<file path="src/rtl/decade_pkg.sv">
package decade_pkg;
  typedef enum logic [1:0] {
    OP_HOLD = 2'd0,
    OP_INC  = 2'd1,
    OP_LOAD = 2'd2,
    OP_CLR  = 2'd3
  } stage_op_e;
endpackage

</file>
<file path="src/rtl/decade_ctrl.sv">
module decade_ctrl
  import decade_pkg::*;
(
  input  logic      clr_n,
  input  logic      ld_n,
  input  logic      cnt_en,
  input  logic      chain_en,
  output stage_op_e op
);
  // Fixed priority: clear, preset, advance, keep.
  always_comb begin
    if (!clr_n)                   op = OP_CLR;
    else if (!ld_n)               op = OP_LOAD;
    else if (cnt_en && chain_en)  op = OP_INC;
    else                          op = OP_HOLD;
  end
endmodule

</file>
<file path="src/rtl/decade_next.sv">
module decade_next
  import decade_pkg::*;
#(
  parameter int DIGIT_W  = 4,
  parameter int TERMINAL = 9
) (
  input  stage_op_e          op,
  input  logic [DIGIT_W-1:0] cur,
  input  logic [DIGIT_W-1:0] din,
  output logic [DIGIT_W-1:0] nxt
);
  localparam logic [DIGIT_W-1:0] LAST = DIGIT_W'(TERMINAL);
  localparam logic [DIGIT_W-1:0] ONE  = DIGIT_W'(1);

  // Any value at or past the terminal count rolls to zero.
  logic [DIGIT_W-1:0] stepped;
  assign stepped = (cur >= LAST) ? '0 : cur + ONE;

  always_comb begin
    unique case (op)
      OP_CLR:  nxt = '0;
      OP_LOAD: nxt = din;
      OP_INC:  nxt = stepped;
      default: nxt = cur;
    endcase
  end
endmodule

</file>
<file path="src/rtl/decade_reg.sv">
module decade_reg #(
  parameter int DIGIT_W     = 4,
  parameter bit ASYNC_CLEAR = 1'b1
) (
  input  logic               clk,
  input  logic               clr_n,
  input  logic [DIGIT_W-1:0] nxt,
  output logic [DIGIT_W-1:0] cur
);
  generate
    if (ASYNC_CLEAR) begin : g_async
      always_ff @(posedge clk or negedge clr_n) begin
        if (!clr_n) cur <= '0;
        else        cur <= nxt;
      end
    end else begin : g_sync
      // The clear reaches the register through nxt as OP_CLR.
      always_ff @(posedge clk) begin
        cur <= nxt;
      end
    end
  endgenerate
endmodule

</file>
<file path="src/rtl/decade_carry.sv">
module decade_carry #(
  parameter int DIGIT_W  = 4,
  parameter int TERMINAL = 9
) (
  input  logic [DIGIT_W-1:0] cur,
  input  logic               chain_en,
  output logic               carry_out
);
  localparam logic [DIGIT_W-1:0] LAST = DIGIT_W'(TERMINAL);
  assign carry_out = chain_en && (cur == LAST);
endmodule

</file>
<file path="src/rtl/decade_stage.sv">
module decade_stage
  import decade_pkg::*;
#(
  parameter int DIGIT_W     = 4,
  parameter int TERMINAL    = 9,
  parameter bit ASYNC_CLEAR = 1'b1
) (
  input  logic               clk,
  input  logic               clr_n,
  input  logic               ld_n,
  input  logic [DIGIT_W-1:0] din,
  input  logic               cnt_en,
  input  logic               chain_en,
  output logic [DIGIT_W-1:0] q,
  output logic               carry_out
);
  stage_op_e          op;
  logic [DIGIT_W-1:0] nxt;

  decade_ctrl u_ctrl (
    .clr_n    (clr_n),
    .ld_n     (ld_n),
    .cnt_en   (cnt_en),
    .chain_en (chain_en),
    .op       (op)
  );

  decade_next #(.DIGIT_W(DIGIT_W), .TERMINAL(TERMINAL)) u_next (
    .op  (op),
    .cur (q),
    .din (din),
    .nxt (nxt)
  );

  decade_reg #(.DIGIT_W(DIGIT_W), .ASYNC_CLEAR(ASYNC_CLEAR)) u_reg (
    .clk   (clk),
    .clr_n (clr_n),
    .nxt   (nxt),
    .cur   (q)
  );

  decade_carry #(.DIGIT_W(DIGIT_W), .TERMINAL(TERMINAL)) u_carry (
    .cur       (q),
    .chain_en  (chain_en),
    .carry_out (carry_out)
  );
endmodule

</file>
<file path="config.mk">
export PLATFORM = sky130hd
export DESIGN_NAME = decade_stage
export DESIGN_NICKNAME = d
export VERILOG_FILES = /design/src/rtl/decade_pkg.sv /design/src/rtl/decade_ctrl.sv /design/src/rtl/decade_next.sv /design/src/rtl/decade_reg.sv /design/src/rtl/decade_carry.sv /design/src/rtl/decade_stage.sv
export SDC_FILE = /design/constraint.sdc
export NUM_CORES = 1
export LEC_CHECK = 0
export ABC_AREA = 1
export CORE_UTILIZATION = 25
export CTS_BUF_LIST = sky130_fd_sc_hd__clkbuf_8
export CTS_CLUSTER_DIAMETER = 30
export DETAILED_ROUTE_END_ITERATION = 10
export GPL_TIMING_DRIVEN = 0
export PLACE_DENSITY_LB_ADDON = 0.05
export SYNTH_ARGS = -nofsm -noshare
export SYNTH_HDL_FRONTEND = slang
export SYNTH_HIERARCHICAL = 1
export SYNTH_SLANG_ARGS = --single-unit
export TNS_END_PERCENT = 10
</file>
<file path="constraint.sdc">
create_clock -name clk -period 1.34 [get_ports clk]
set_input_delay 0.268 -clock clk [delete_from_list [all_inputs] [get_ports clk]]
set_output_delay 0.268 -clock clk [all_outputs]
set_load 0.005 [all_outputs]
</file>
==> impl_metrics.yaml, run 1 <==
outcome:
  status: "finished, final reports clean"
timing:
  setup_slack_ns: 0.124
  hold_viol: 0
  period_needed_ns: 1.22
  rsz0062_at_grt: "false"
  relSlewSlack: 0.869
  max_freq_mhz: 822
  final_max_slew_viol_count: 0
  tightest_slew_ns: 0.196
  setup-violations-final: 0
  skew_ns: 0.00331
  holdWs_ns: 0.516
  period_share: 0.908
global_route:
  grtUsageMet1: 0.193
  grtUsageTotal: 0.144
  grt_util_met2: 0.221
  grt_antenna_before_repair: 0
  met3_usage: 0.0520
  top_usage_layer: "met2"
  grt_max_degree: 7
  grt_pass1_vias: 329
  overflow: 0
  grt_pass1_wl_um: 1440
layout:
  top_regs: "u_reg/cur: 4 flops"
  largest_register_ffs: 4
  diodes: 0
  nNetsFinal: 88
  fillCellCount: 151
  drive_gt1_frac: 0.257
  multi_input_comb_area_um2: 216
  syn_to_final_growth_pct: 68.7
  final_cells: 89
  max_flop_register: "u_reg/cur"
  final_util: 0.452
  register_area_um2: 105
setup_path:
  critical_path.top_delay_family: "flip-flops"
  crit_top_cell: "nand2_1"
  rrSetupSlack_ns: 0.12
  startpoint_type: "flop"
  cp_slowest_cell: "dfrtp_2"
  critPathMaxStageDelay_ns: 0.41
  crit_chain: "buf_4, ha_1, nor2_1, nand2_1, nand2_2, nand3_1, nand2_1"
  critPathBufInv: 1
  arrival_ns: 1.36
  required_ns: 1.48
  critPathMaxFanout: 6
  crit_type: "reg -> reg"
  end_kind: "flop"
pwr:
  ir_drop_v: 0.000559
  p_comb_frac: 0.268
  powerDensity_mw_per_mm2: 923
  sw_frac_of_total: 0.258
  p_sw_mw: 0.138
  total_power_mw: 0.536
  power_frac_clock: 0.459
  power_leakage_nw: 0.313
  cell_internal_pwr_mw: 0.398
  seq_power_share: 0.274
clock_network:
  cts_tree: "yes"
  clockBufferDepth: 2
  cts_max_level: 1
  cts_made_buffers: 3
  cts_sinks: 4
  clkTransAtPathRegs_ns: 0.03
  clk_latency_ns: 0.21
  root_buffer: "clkbuf_8"
yosys:
  yosysUniqueCellTypes: 10
  avgSynthCellArea_um2: 6.49
  ys_seq_elements: 4
  synth_common_cells: "nand2_1 (19), inv_1 (10), nand3_1 (10)"
  yosysSeqAreaShare: 0.291
  synthMostInstantiatedCell: "nand2_1"
  yosysTopAreaCellShare: 0.291
  async_reset_ff_frac: 1.00
  synth_area_um2: 344
  syn_inst: 53
  synth_flop_cell: "dfrtp_1"
  yosys_warnings: 6
  synth_area_leader_cell: "dfrtp_1"
  synth_edf_count: 0
  synth_nets: 65
  synth_area_leaders: "dfrtp_1 (29%), nand2_1 (21%), nand3_1 (15%)"
routing:
  drtAntennaViolNets: 0
  drt-total-wl_um: 882
  drt_iter0_markers: 8
  drc: 0
  vias: 389
  first_pass_iters: 2
  via_per_inst: 4.37
  wire_per_inst_um: 9.91
placed_design:
  dp_cells: 81
  pre_cts_ws_ns: -0.343
  dp_hpwl_um: 615
  port_buffers: 13
  place_congestion: 0.725
min_path:
  hold_path_class: "in -> async"
floorplanning:
  dieArea_mm2: 0.00153
  die_h_um: 39.1
  coreArea_mm2: 0.00128
  fp.dieW_um: 39.1
  start_util: 0.268
  row_count: 13
  io_pins: 14
run:
  max-cap-violations: 0
## power groups by stage
stage / Sequential [mW] / Clock (mW) / Combinational [mW]
finish: 0.147 / 0.246 / 0.143
floorplan: 0.152 / 0 / 0.0547
CTS: 0.147 / 0.256 / 0.137
global placement: 0.159 / 0 / 0.114
global route: 0.148 / 0.264 / 0.162
detailed placement: 0.158 / 0 / 0.114
## metrics by stage
stage	setup TNS (ns)	instance area [um^2]
floorplan	0	344
global placement	-1.44	493
finish	0	581
CTS	0	564
detailed placement	-1.40	493
global route	0	581
## area by class of cell
| type | instances | share of cell area |
|---|---|---|
| flip-flops and latches | 4 | 0.181 |
| inverters | 10 | 0.0647 |
| multi-input cells | 39 | 0.373 |
| clock buffers | 3 | 0.0711 |
| repair buffers | 18 | 0.278 |
| well taps | 15 | 0.0323 |
## path summary, 6_finish.rpt
kind,from,cells past startpoint,endpoint
worst max-delay path,u_reg/cur[0],7,u_reg/cur[1]
worst min-delay path,clr_n,2,u_reg/cur[2]
worst max register to register,u_reg/cur[0],7,u_reg/cur[1]
worst min register to register,u_reg/cur[3],4,u_reg/cur[3]
max in group asynchronous,clr_n,2,u_reg/cur[1]
min in group clk,clr_n,5,u_reg/cur[0]
## cells in the final DEF, fill, tap and decap left out, drive strengths merged, types with 3 or more instances in the layout
| cell type | Yosys | layout |
|---|---|---|
| dfrtp | 4 | 4 |
| clkdlybuf4s50 | 0 | 6 |
| ha | 3 | 3 |
| buf | 0 | 4 |
| inv | 10 | 10 |
| clkbuf | 0 | 4 |
| dlygate4sd2 | 0 | 5 |
| nand2 | 19 | 19 |
| nand3 | 11 | 11 |
| nor2 | 4 | 4 |
## kinds of logic after synthesis
family | after synthesis | share of synthesized area
XOR/XNOR | 1 | 0.0255
flip-flops | 4 | 0.291
buffers and inverters | 10 | 0.109
AND/OR/NAND/NOR | 35 | 0.465
adder cells (fa/ha/maj) | 3 | 0.109
## per-layer routing
layer | vias up | part of all wire
met1 | 173 | 0.49
met2 | 11 | 0.46
met5 | - | 0
met3 | 0 | 0.053
met4 | 0 | 0
li1 | 205 | -
## what timing repair did
item | in CTS | in global routing
setup buffers | 4 | 0
hold endpoints to repair | 0 | 4
resized for setup | 11 | 6
endpoints found under the setup margin | 9 | 5
hold buffers | 0 | 1
Note: power is estimated with default switching activity, not from simulation.
==> run 2: changes to the inputs <==
--- a/config.mk
+++ b/config.mk
@@ -12,6 +12,7 @@
 export DETAILED_ROUTE_END_ITERATION = 10
 export GPL_TIMING_DRIVEN = 0
 export PLACE_DENSITY_LB_ADDON = 0.05
+export SLEW_MARGIN = 10
 export SYNTH_ARGS = -nofsm -noshare
 export SYNTH_HDL_FRONTEND = slang
 export SYNTH_HIERARCHICAL = 1
==> results of run 2 <==
Final layout, timing and power as in run 1 (identical DEF).
